$ cat config.mk
export PLATFORM = sky130hd
export DESIGN_NAME = flags_merge_unit
export DESIGN_NICKNAME = d
export VERILOG_FILES = /design/src/rtl/flagmerge_pkg.sv /design/src/rtl/flagmerge_rst_sync.sv /design/src/rtl/flagmerge_mask_gen.sv /design/src/rtl/flagmerge_blend.sv /design/src/rtl/flagmerge_reg.sv /design/src/rtl/flags_merge_unit.sv
export SDC_FILE = /design/constraint.sdc
export NUM_CORES = 1
export LEC_CHECK = 0
export ABC_AREA = 1
export ABC_CLOCK_PERIOD_IN_PS = 1050
export BUFFER_PORTS_ARGS = -buffer_cell sky130_fd_sc_hd__buf_2
export CAP_MARGIN = 25
export CORE_MARGIN = 1
export CORE_UTILIZATION = 32
export CTS_BUF_LIST = sky130_fd_sc_hd__clkbuf_8
export DETAILED_ROUTE_END_ITERATION = 16
export PLACE_DENSITY = 0.67
export SLEW_MARGIN = 0
export SYNTH_ARGS = -nofsm -noshare
export SYNTH_HDL_FRONTEND = slang
export SYNTH_SLANG_ARGS = --single-unit
$ cat constraint.sdc
create_clock -name clk -period 1.05 [get_ports clk]
set_input_delay 0.1575 -clock clk [delete_from_list [all_inputs] [get_ports clk]]
set_output_delay 0.1575 -clock clk [all_outputs]
set_load 0.02 [all_outputs]
$ cat src/rtl/flagmerge_pkg.sv
package flagmerge_pkg;
  localparam int FLAG_W = 32;

  // Architectural bit positions (the merge depends on them).
  localparam int B_CF   = 0;
  localparam int B_RSV1 = 1;
  localparam int B_PF   = 2;
  localparam int B_RSV3 = 3;
  localparam int B_AF   = 4;
  localparam int B_RSV5 = 5;
  localparam int B_ZF   = 6;
  localparam int B_SF   = 7;
  localparam int B_TF   = 8;
  localparam int B_IF   = 9;
  localparam int B_DF   = 10;
  localparam int B_OF   = 11;
  localparam int B_IOPL = 12;
  localparam int B_NT   = 14;
  localparam int B_RSV15 = 15;
  localparam int B_RF   = 16;
  localparam int B_VM   = 17;
  localparam int B_AC   = 18;
  localparam int B_VIF  = 19;
  localparam int B_VIP  = 20;
  localparam int B_ID   = 21;

  localparam int HALF_W = FLAG_W / 2;

  typedef logic [FLAG_W-1:0] flags_t;

  localparam flags_t BASE_MASK =
      (flags_t'(1) << B_CF) | (flags_t'(1) << B_PF) | (flags_t'(1) << B_AF) |
      (flags_t'(1) << B_ZF) | (flags_t'(1) << B_SF) | (flags_t'(1) << B_TF) |
      (flags_t'(1) << B_DF) | (flags_t'(1) << B_OF) | (flags_t'(1) << B_NT) |
      (flags_t'(1) << B_RF);

  localparam flags_t IDAC_MASK = (flags_t'(1) << B_AC) | (flags_t'(1) << B_ID);

  localparam flags_t RING0_MASK =
      (flags_t'(3) << B_IOPL) | (flags_t'(1) << B_VIF) | (flags_t'(1) << B_VIP);

  localparam flags_t FORCE_ONE  = flags_t'(1) << B_RSV1;
  localparam flags_t FORCE_ZERO =
      (flags_t'(1) << B_RSV3) | (flags_t'(1) << B_RSV5) | (flags_t'(1) << B_RSV15);

  localparam flags_t RESET_FLAGS = FORCE_ONE;
endpackage

$ cat src/rtl/flagmerge_rst_sync.sv
module flagmerge_rst_sync #(
  parameter int STAGES = 2
) (
  input  logic clk,
  input  logic rst_n,
  output logic rst_n_sync
);
  logic [STAGES-1:0] chain_q;

  always_ff @(posedge clk or negedge rst_n) begin
    if (!rst_n) chain_q <= '0;
    else        chain_q <= {chain_q[STAGES-2:0], 1'b1};
  end

  assign rst_n_sync = chain_q[STAGES-1];
endmodule

$ cat src/rtl/flagmerge_mask_gen.sv
module flagmerge_mask_gen
  import flagmerge_pkg::*;
#(
  parameter bit HAS_ID_AC = 1'b1
) (
  input  logic [1:0] prev_cpl_i,
  input  logic [1:0] cur_iopl_i,
  input  logic       trunc16_i,
  output flags_t     mask_o
);
  flags_t feature_mask;
  flags_t priv_mask;
  flags_t full_mask;

  generate
    if (HAS_ID_AC) begin : g_idac
      assign feature_mask = IDAC_MASK;
    end else begin : g_no_idac
      assign feature_mask = '0;
    end
  endgenerate

  always_comb begin
    priv_mask = '0;
    if (prev_cpl_i <= cur_iopl_i) priv_mask[B_IF] = 1'b1;
    if (prev_cpl_i == 2'd0)       priv_mask = priv_mask | RING0_MASK;
  end

  assign full_mask = BASE_MASK | feature_mask | priv_mask;

  always_comb begin
    mask_o = full_mask;
    if (trunc16_i) mask_o[FLAG_W-1:HALF_W] = '0;
  end
endmodule

$ cat src/rtl/flagmerge_blend.sv
module flagmerge_blend
  import flagmerge_pkg::*;
(
  input  flags_t cur_i,
  input  flags_t pop_i,
  input  flags_t mask_i,
  output flags_t merged_o
);
  flags_t raw;

  genvar gi;
  generate
    for (gi = 0; gi < FLAG_W; gi++) begin : g_bit
      assign raw[gi] = mask_i[gi] ? pop_i[gi] : cur_i[gi];
    end
  endgenerate

  assign merged_o = (raw | FORCE_ONE) & ~FORCE_ZERO;
endmodule

$ cat src/rtl/flagmerge_reg.sv
module flagmerge_reg
  import flagmerge_pkg::*;
(
  input  logic   clk,
  input  logic   rst_n,
  input  logic   en_i,
  input  flags_t d_i,
  output flags_t q_o
);
  flags_t q_r, q_nxt;

  always_comb begin
    q_nxt = q_r;
    if (en_i) q_nxt = d_i;
  end

  always_ff @(posedge clk or negedge rst_n) begin
    if (!rst_n) q_r <= RESET_FLAGS;
    else        q_r <= q_nxt;
  end

  assign q_o = q_r;
endmodule

$ cat src/rtl/flags_merge_unit.sv
module flags_merge_unit
  import flagmerge_pkg::*;
#(
  parameter bit HAS_ID_AC = 1'b1
) (
  input  logic        clk,
  input  logic        rst_n,
  input  logic        load_i,
  input  logic [31:0] cur_flags_i,
  input  logic [31:0] pop_flags_i,
  input  logic [1:0]  prev_cpl_i,
  input  logic        trunc16_i,
  output logic [31:0] flags_q
);
  logic   rst_n_sync;
  flags_t mask;
  flags_t merged;

  flagmerge_rst_sync #(.STAGES(2)) u_rst (
    .clk        (clk),
    .rst_n      (rst_n),
    .rst_n_sync (rst_n_sync)
  );

  flagmerge_mask_gen #(.HAS_ID_AC(HAS_ID_AC)) u_mask (
    .prev_cpl_i (prev_cpl_i),
    .cur_iopl_i (cur_flags_i[B_IOPL+1:B_IOPL]),
    .trunc16_i  (trunc16_i),
    .mask_o     (mask)
  );

  flagmerge_blend u_blend (
    .cur_i    (cur_flags_i),
    .pop_i    (pop_flags_i),
    .mask_i   (mask),
    .merged_o (merged)
  );

  flagmerge_reg u_reg (
    .clk   (clk),
    .rst_n (rst_n_sync),
    .en_i  (load_i),
    .d_i   (merged),
    .q_o   (flags_q)
  );
endmodule

* Yosys cells after proc, flatten, opt, wreduce, memory -nomap -nowiden *
Index checks and enable logic that the tools add are counted.

storage, ports and cells
  register bits after elaboration = 30
  latch bits = 0
  RAM bits = 0
  ROM bits = 0
  output and inout bits = 32
  word-level logic and storage cells = 26
  memories kept = 0

operators by class
  add/subtract/negate cells = 0
  multipliers = 0
  div/mod/pow operators = 0
  magnitude comparators = 1
  equal/unequal tests = 0
  shift-type cells = 0
  mux-type cells = 22
  bitwise operators = 0
  reduce and logical (&&, ||, !) cells = 1

operators by type and width
  operator                        number
  two-way mux 21 bit              1
  two-way mux 1 bit               20
  two-way mux 16 bit              1
  less-or-equal comparator 2 bit  1
  logical NOT 2 bit               1

* Depth between registers and ports, before layout *
Gate-level depths: netlist (run 1).

  word-level depth = 5
  mapped depth = 9

* Cells and area by module *
Synthesis (run 1) repeated with hierarchy kept, for this count alone.

unflattened totals
  cell total of the unflattened synthesis = 300
  area total of the unflattened synthesis = 2095.8 um^2

modules (own cells, without submodules)
  module              times used  cells an instance  area each (um^2)  sequential area each (um^2)
  flagmerge_reg       1           136                1293.7            802.0
  flagmerge_blend     1           118                457.9             0.0
  flagmerge_mask_gen  1           43                 290.3             0.0
  flagmerge_rst_sync  1           3                  53.8              50.0

* Least setup slack after synthesis (run 1) *
OpenSTA, ideal clock, no wires.

  path kind = input to register
  from = input cur_flags_i[13]
  to = register u_reg.q_r[9], in the netlist u_reg.q_o[9]
  library setup time = 0.117 ns
  arrival time = 0.764 ns
  setup slack = 0.169 ns
  stages on the path = 8
  path buffers = 0
  cells stage by stage = inv_1 ha_1 nand2_1 nand2_1 nand2_1 nand2_1 nand3_1 nand2_1

on the way
  longest elaborated chain between the ends = 4

RTL lines
  element                         RTL line                  RTL
  start, declared                 flags_merge_unit.sv:9     input logic [31:0] cur_flags_i,
  less-or-equal comparator 2 bit  flagmerge_mask_gen.sv:25  if (prev_cpl_i <= cur_iopl_i) priv_mask[B_IF] = 1'b1;
  two-way mux 1 bit               flagmerge_mask_gen.sv:25
  two-way mux 21 bit              flagmerge_mask_gen.sv:26  if (prev_cpl_i == 2'd0) priv_mask = priv_mask | RING0_MASK;
  two-way mux 1 bit               flagmerge_blend.sv:14     assign raw[gi] = mask_i[gi] ? pop_i[gi] : cur_i[gi];
  end signal, assigned            flagmerge_reg.sv:19       else q_r <= q_nxt;
  end, declared                   flagmerge_reg.sv:10       flags_t q_r, q_nxt;

Every way passes these cells.
A chain may end at the register's enable or synchronous reset.

* Final worst setup path (run 1) *
  from = register u_reg.q_r[9], in the netlist u_reg.q_o[9]
  to = output flags_q[9]

RTL lines
  element        RTL line                RTL
  end, declared  flags_merge_unit.sv:13  output logic [31:0] flags_q

No word-level cell between the ends.

==> impl_results.rst, run 1 <==
.. list-table::
   :header-rows: 1

   * - Metric
     - Value
   * - Result of the run
     - finished, final reports clean
   * - WP data arrival
     - 0.82 ns
   * - Num Clock Sinks
     - 30
   * - CTS H-tree lvls
     - 2
   * - Cell class contributing the biggest share of worst-path delay
     - flip-flops
   * - Die Span X
     - 66.0 um
   * - Standard-cell row count
     - 22
   * - PortBufs
     - 69
   * - Compound-cell area share of the yosys netlist
     - 4.58%
   * - Sequential group share of total power
     - 47.3%
   * - Peak ir drop on the vdd network
     - 0.000617 V
   * - Fraction of the mapped netlist area in simple logic gates
     - 26.5%
   * - Remaining DRCs
     - 0
   * - Mux contribution to synthesized area
     - 0%
   * - Detailed placer's ending HPWL
     - 2060 um
   * - Critical Path Sink Type
     - primary output
   * - First-pass GRT wire length
     - 4660 um
   * - CP max stage cell
     - sky130_fd_sc_hd__dfrtp_1
   * - Initial drt markers
     - 40
   * - Sequential cell area
     - 751 sq um
   * - Final WL
     - 2730 um
   * - Critical Path Source Type
     - flip-flop
   * - Max-cap violation count
     - 0
   * - Layout fillers
     - 401
   * - Crit path max fanout
     - 2
   * - Largest family of logic cells by synthesized area
     - simple AND/OR/NAND/NOR gates
   * - Switching pwr
     - 0.000793 W
   * - Clock insertion delay at the later pin of the skew report
     - 0.28 ns
   * - HP Class
     - primary input to flip-flop
   * - Register bit count reported by yosys
     - 30
   * - Largest net degree at the start of global routing
     - 29
   * - Unique cell type count in the Yosys netlist
     - 14
   * - P_leak
     - 1.06 nW
   * - RSZ-0062 raised after global routing
     - no
   * - Post-Syn Instances
     - 155
   * - Number of pins exceeding their max-slew limit in the final report
     - 0
   * - CTS-repair resized insts
     - 0
   * - Final nets
     - 302
   * - Avg Cell Area, Syn
     - 8.45 sq um
   * - Min Tclk post-route
     - 0.981 ns
   * - Share of total power in the clock network
     - 33.1%
   * - ANT nets after route
     - 0
   * - Highest attainable clock frequency
     - 1.02 GHz
   * - Final core utilization
     - 46.8%
   * - Antenna violations before repair
     - 0
   * - Adder and majority cell fraction of the synthesized area
     - 1.91%
   * - TritonCTS clock tree
     - built
   * - Xor/xnor share of the synthesized area
     - 0%
   * - GRT Util Overall
     - 14.3%
   * - Vias in the first global route
     - 1130
   * - Worst stage delay on the critical path
     - 0.39 ns
   * - Layout cell share with drive strength beyond 1
     - 35.9%
   * - Warnings from Yosys
     - 0
   * - Final worst path period share
     - 93.5%
   * - Buf+Inv Stages, Crit Path
     - 1
   * - Overall die area
     - 4350 sq um
   * - WL/cell
     - 9.77 um
   * - Die Y
     - 66.0 um
   * - CTS root buf
     - sky130_fd_sc_hd__clkbuf_8
   * - Worst path cell trace
     - buf_2
   * - Setup skew after layout
     - 0.00596 ns
   * - Buffers from clock root to sink, at most
     - 2
   * - Syn-to-layout area delta
     - 35.8%
   * - Final-report hold violation count
     - 0
   * - Total power per unit cell area
     - 1560 nW/um^2
   * - Commonest cells after routing, fill and taps aside
     - 78 x sky130_fd_sc_hd__nand2_1, 69 x sky130_fd_sc_hd__buf_2, 30 x sky130_fd_sc_hd__dfrtp_1
   * - Clock transition at the registers of the reported paths
     - 0.06 ns
   * - Leading cell type in the layout, fill and taps excluded
     - sky130_fd_sc_hd__nand2_1
   * - Core footprint
     - 3800 sq um
   * - Summed negative setup slack over all endpoints
     - 0 ns
   * - Critical path data required time
     - 0.89 ns
   * - Sequential area share after synthesis
     - 57.3%
   * - Switching power as a share of total power
     - 28.6%
   * - Cts bufs inserted
     - 5
   * - Post-synthesis cell area
     - 1310 sq um
   * - Post-placement cell count
     - 270
   * - Multi-input gate area in the final layout
     - 450 sq um
   * - Final GP Congestion
     - 0.668
   * - Leftover overflow at the end of global routing
     - 0
   * - Detailed-route via count
     - 1186
   * - Starting utilization of the core area
     - 34.5%
   * - Part of the power in combinational logic
     - 19.5%
   * - Final Instance Count excl. Fillers
     - 279
   * - Final antenna diode count
     - 0
   * - Critical path class
     - flip-flop to primary output
   * - Detailed Routing Iterations Pass 1
     - 4
   * - Num ports
     - 102
   * - Internal power of the cells
     - 0.00198 W
   * - Drt via density
     - 4.25
   * - Setup-violating endpoint count in the final report
     - 0
[flip-flops by register name, indices dropped and copies added (netlist names)]
register       cells
u_reg.q_o         28
u_rst.chain_q      2
[power groups by stage]
stage	registers, W	clock network, W	logic (W)
final	0.00131	0.000918	0.000542
after global routing	0.00133	0.00101	0.000610
after CTS	0.00131	0.000953	0.000554
after detailed placement	0.00133	0	0.000552
after global placement	0.00133	0	0.000543
after floorplan	0.00148	0	0.000191
[final cells by class]
| cell class | count | area share, % |
|---|---|---|
| clock buffers | 6 | 4.64 |
| clock inverters | 2 | 0.492 |
| inverters | 11 | 2.32 |
| multi-input cells | 108 | 25.3 |
| flip-flops and latches | 30 | 42.2 |
| well taps | 48 | 3.38 |
| repair buffers | 74 | 21.7 |
[synth_stat cells (all sizes together)]
master / count / area (sq um)
o21ai: 12 / 60.1
nor2: 8 / 37.5
conb: 2 / 7.51
nand2: 79 / 299
buf: 9 / 78.8
dfrtp: 30 / 751
nand3: 2 / 10.0
ha: 2 / 25.0
inv: 11 / 41.3
[worst paths after layout]
kind / start / to / slack [ns] / depth (start not counted)
setup / recovery: u_reg.q_o[9] / flags_q[9] / 0.07 / 1
hold / removal: cur_flags_i[25] / u_reg.q_o[25] / 0.08 / 3
setup reg to reg: u_reg.q_o[20] / u_reg.q_o[20] / 0.43 / 2
hold reg to reg: u_rst.chain_q[1] / u_reg.q_o[13] / 0.19 / 1
max in group asynchronous: u_rst.chain_q[1] / u_reg.q_o[29] / 0.65 / 1
min in group asynchronous: u_rst.chain_q[1] / u_reg.q_o[13] / 0.19 / 1
[per-layer routing]
metal,global-route usage (%),vias to the layer above,part of all wire [%]
met3,4.48,7,7.9
met2,23.7,52,46
met1,16.0,517,43
met4,7.98,0,2.2
li1,-,610,-
met5,0,-,0
[what timing repair did]
item / in CTS / in global routing
hold endpoints to repair: 2 / 0
hold buffers: 1 / 0
buffers inserted: 0 / 0
[cell families after synthesis]
group	after synthesis
flip-flops	30
other	2
buffers and inverters	20
adder cells (fa/ha/maj)	2
AO/OA/AOI/OAI	12
AND/OR/NAND/NOR	89
[metrics by stage]
stage,hold slack (ns),area [sq um],setup WS (ns),power (W)
after detailed placement,-0.0525,1680,-0.0108,0.00189
after global routing,0.0857,1780,0.0353,0.00294
after CTS,0.0748,1780,0.0621,0.00282
after global placement,-0.0554,1680,0.0274,0.00187
final,0.0802,1780,0.0686,0.00277
after floorplan,-0.138,1320,0.154,0.00167
No activity file was read; power rests on OpenSTA's default activity.
==> run 2, diff against run 1 <==
--- a/config.mk
+++ b/config.mk
@@ -9,10 +9,12 @@
 export ABC_CLOCK_PERIOD_IN_PS = 1050
 export BUFFER_PORTS_ARGS = -buffer_cell sky130_fd_sc_hd__buf_2
 export CAP_MARGIN = 25
+export CORE_ASPECT_RATIO = 1.4
 export CORE_MARGIN = 1
 export CORE_UTILIZATION = 32
 export CTS_BUF_LIST = sky130_fd_sc_hd__clkbuf_8
 export DETAILED_ROUTE_END_ITERATION = 16
+export GPL_TIMING_DRIVEN = 0
 export PLACE_DENSITY = 0.67
 export SLEW_MARGIN = 0
 export SYNTH_ARGS = -nofsm -noshare
==> run 2 against run 1 <==
Effect of this change:
- total power up 0.54%
- clock power down 2%
- flip-flop and latch count unchanged
- die area about the same
- fmax up 0.42%
- final cell count up 0.36%
- cell area up 3.9%
- setup slack better by 0.0041 ns
==> impl_results.rst, run 2 (synthesis gave the netlist of run 1 again) <==
.. list-table::
   :header-rows: 1

   * - Metric
     - Value
   * - Worst-case headroom to the max-slew limit
     - 61.4%
   * - Reg-to-reg slack, setup
     - 0.33 ns
   * - Initial drt markers
     - 23
   * - Leading cell type in the layout, fill and taps excluded
     - sky130_fd_sc_hd__nand2_1
   * - Min Tclk post-route
     - 0.977 ns
   * - Peak ir drop on the vdd network
     - 0.00101 V
   * - Detailed placer's ending HPWL
     - 2240 um
   * - Setup skew after layout
     - 0.00299 ns
   * - Area post-placement
     - 1750 sq um
   * - Worst stage delay on the critical path
     - 0.39 ns
   * - Slew @ Worst Pin
     - 0.578 ns
   * - RSZ-0062 raised after global routing
     - no
   * - Standard-cell row count
     - 27
   * - Post-placement cell count
     - 271
   * - CP max stage cell
     - sky130_fd_sc_hd__dfrtp_1
   * - Cts bufs inserted
     - 5
   * - Worst path cell trace
     - buf_2
   * - HP Class
     - primary input to flip-flop
   * - Launching point of the worst reg2reg path
     - u_rst.chain_q[1]
   * - Syn-to-layout area delta
     - 41.2%
   * - P_leak
     - 1.10 nW
   * - Critical path class
     - flip-flop to primary output
   * - First-pass GRT wire length
     - 4720 um
   * - Starting utilization of the core area
     - 33.4%
   * - Vias in the first global route
     - 1124
   * - Result of the run
     - finished, final reports clean
   * - Final nets
     - 308
   * - Num ports
     - 102
   * - Number of pins exceeding their max-slew limit in the final report
     - 0
   * - Post-CTS Hold Fix Bufs
     - 1
   * - Clock transition at the registers of the reported paths
     - 0.06 ns
   * - Worst r2r dst
     - u_reg.q_o[4]
   * - Setup-violating endpoint count in the final report
     - 0
   * - TritonCTS clock tree
     - built
   * - Clock insertion delay at the later pin of the skew report
     - 0.27 ns
   * - Worst-case reg-to-reg path depth
     - 1
   * - Final GP Congestion
     - 0.663
   * - CTS root buf
     - sky130_fd_sc_hd__clkbuf_8
   * - Final-report hold violation count
     - 0
   * - CTS H-tree lvls
     - 2
   * - Overall die area
     - 4360 sq um
   * - Drt via density
     - 4.21
   * - Post-route design area
     - 1850 sq um
   * - Antenna violations before repair
     - 0
   * - Worst Min Path Start
     - cur_flags_i[22]
   * - Flip-flop count of the largest register, all copies and words added
     - 28
   * - Layout cell share with drive strength beyond 1
     - 37.6%
   * - Crit path max fanout
     - 2
   * - PortBufs
     - 69
   * - Hold path depth
     - 3
   * - Commonest cells after routing, fill and taps aside
     - 78 x sky130_fd_sc_hd__nand2_1, 69 x sky130_fd_sc_hd__buf_2, 30 x sky130_fd_sc_hd__dfrtp_1
   * - Detailed Routing Iterations Pass 1
     - 4
   * - Critical path data required time
     - 0.89 ns
   * - Buf+Inv Stages, Crit Path
     - 1
   * - Largest net degree at the start of global routing
     - 18
   * - Detailed-route via count
     - 1179
   * - Core footprint
     - 3920 sq um
   * - CTS-repair resized insts
     - 0
   * - Critical Path Sink Type
     - primary output
   * - Final WL
     - 2800 um
   * - Die Y
     - 77.7 um
   * - WL/cell
     - 9.99 um
   * - Buffers from clock root to sink, at most
     - 2
   * - Highest attainable clock frequency
     - 1.02 GHz
   * - Cell class contributing the biggest share of worst-path delay
     - flip-flops
   * - Num Clock Sinks
     - 30
   * - Setup Fix Bufs, Post-CTS
     - 0
   * - Final Instance Count excl. Fillers
     - 280
   * - Final worst path period share
     - 93.1%
   * - Leftover overflow at the end of global routing
     - 0
   * - Critical Path Source Type
     - flip-flop
   * - Remaining DRCs
     - 0
   * - Max-cap violation count
     - 0
   * - Total power per unit cell area
     - 1510 nW/um^2
   * - WP data arrival
     - 0.82 ns
   * - Final antenna diode count
     - 0
   * - GRT Util Overall
     - 14.3%
   * - ANT nets after route
     - 0
   * - Die Span X
     - 56.1 um
   * - Worst hold endpoint
     - u_reg.q_o[22]
[run 2: layout make-up]
type | count | area [sq um]
fillers | 401 | 2070
flip-flops and latches | 30 | 751
multi-input cells | 108 | 450
repair buffers | 71 | 383
clock buffers | 6 | 82.6
plain buffers | 9 | 78.8
well taps | 43 | 53.8
inverters | 11 | 41.3
clock inverters | 2 | 8.76
[run 2: how the worst max path moves through the flow]
stage / start / endpoint / slack, ns / depth (start not counted)
6_report: u_reg.q_o[9] / flags_q[9] / 0.07 / 1
3_3_place_gp: u_rst.chain_q[1] / u_reg.q_o[22] / -0.16 / 0
2_1_floorplan: u_rst.chain_q[1] / u_reg.q_o[0] / 0.15 / 0
5_1_grt: u_reg.q_o[16] / flags_q[16] / 0.02 / 1
4_1_cts: u_reg.q_o[9] / flags_q[9] / 0.05 / 1
3_5_place_dp: cur_flags_i[13] / u_reg.q_o[9] / 0.003 / 9
[run 2: report_power, final]
group	internal, W	total, W	switching, W
Sequential	0.00126	0.00132	0.0000592
Clock	0.000517	0.000900	0.000383
Combinational	0.000227	0.000567	0.000340
Total	0.00201	0.00279	0.000782
[run 2: routing by layer]
metal	wire, um	up-vias	global-route usage (%)
met5	0	-	0
met4	62	0	8.78
met3	182	5	4.50
met2	1490	49	25.8
met1	1070	503	14.0
li1	-	622	-
[run 2: stage by stage]
step,power [W],hold slack [ns],util (%),setup slack [ns],TNS (ns)
after floorplan,0.00167,-0.138,-,0.154,0
after global placement,0.00189,-0.0579,43.9,-0.156,-4.35
after detailed placement,0.00192,-0.0544,44.6,0.00332,0
after CTS,0.00285,0.0752,47.2,0.0547,0
after global routing,0.00299,0.0629,47.2,0.0189,0
final,0.00279,0.0853,47.2,0.0727,0
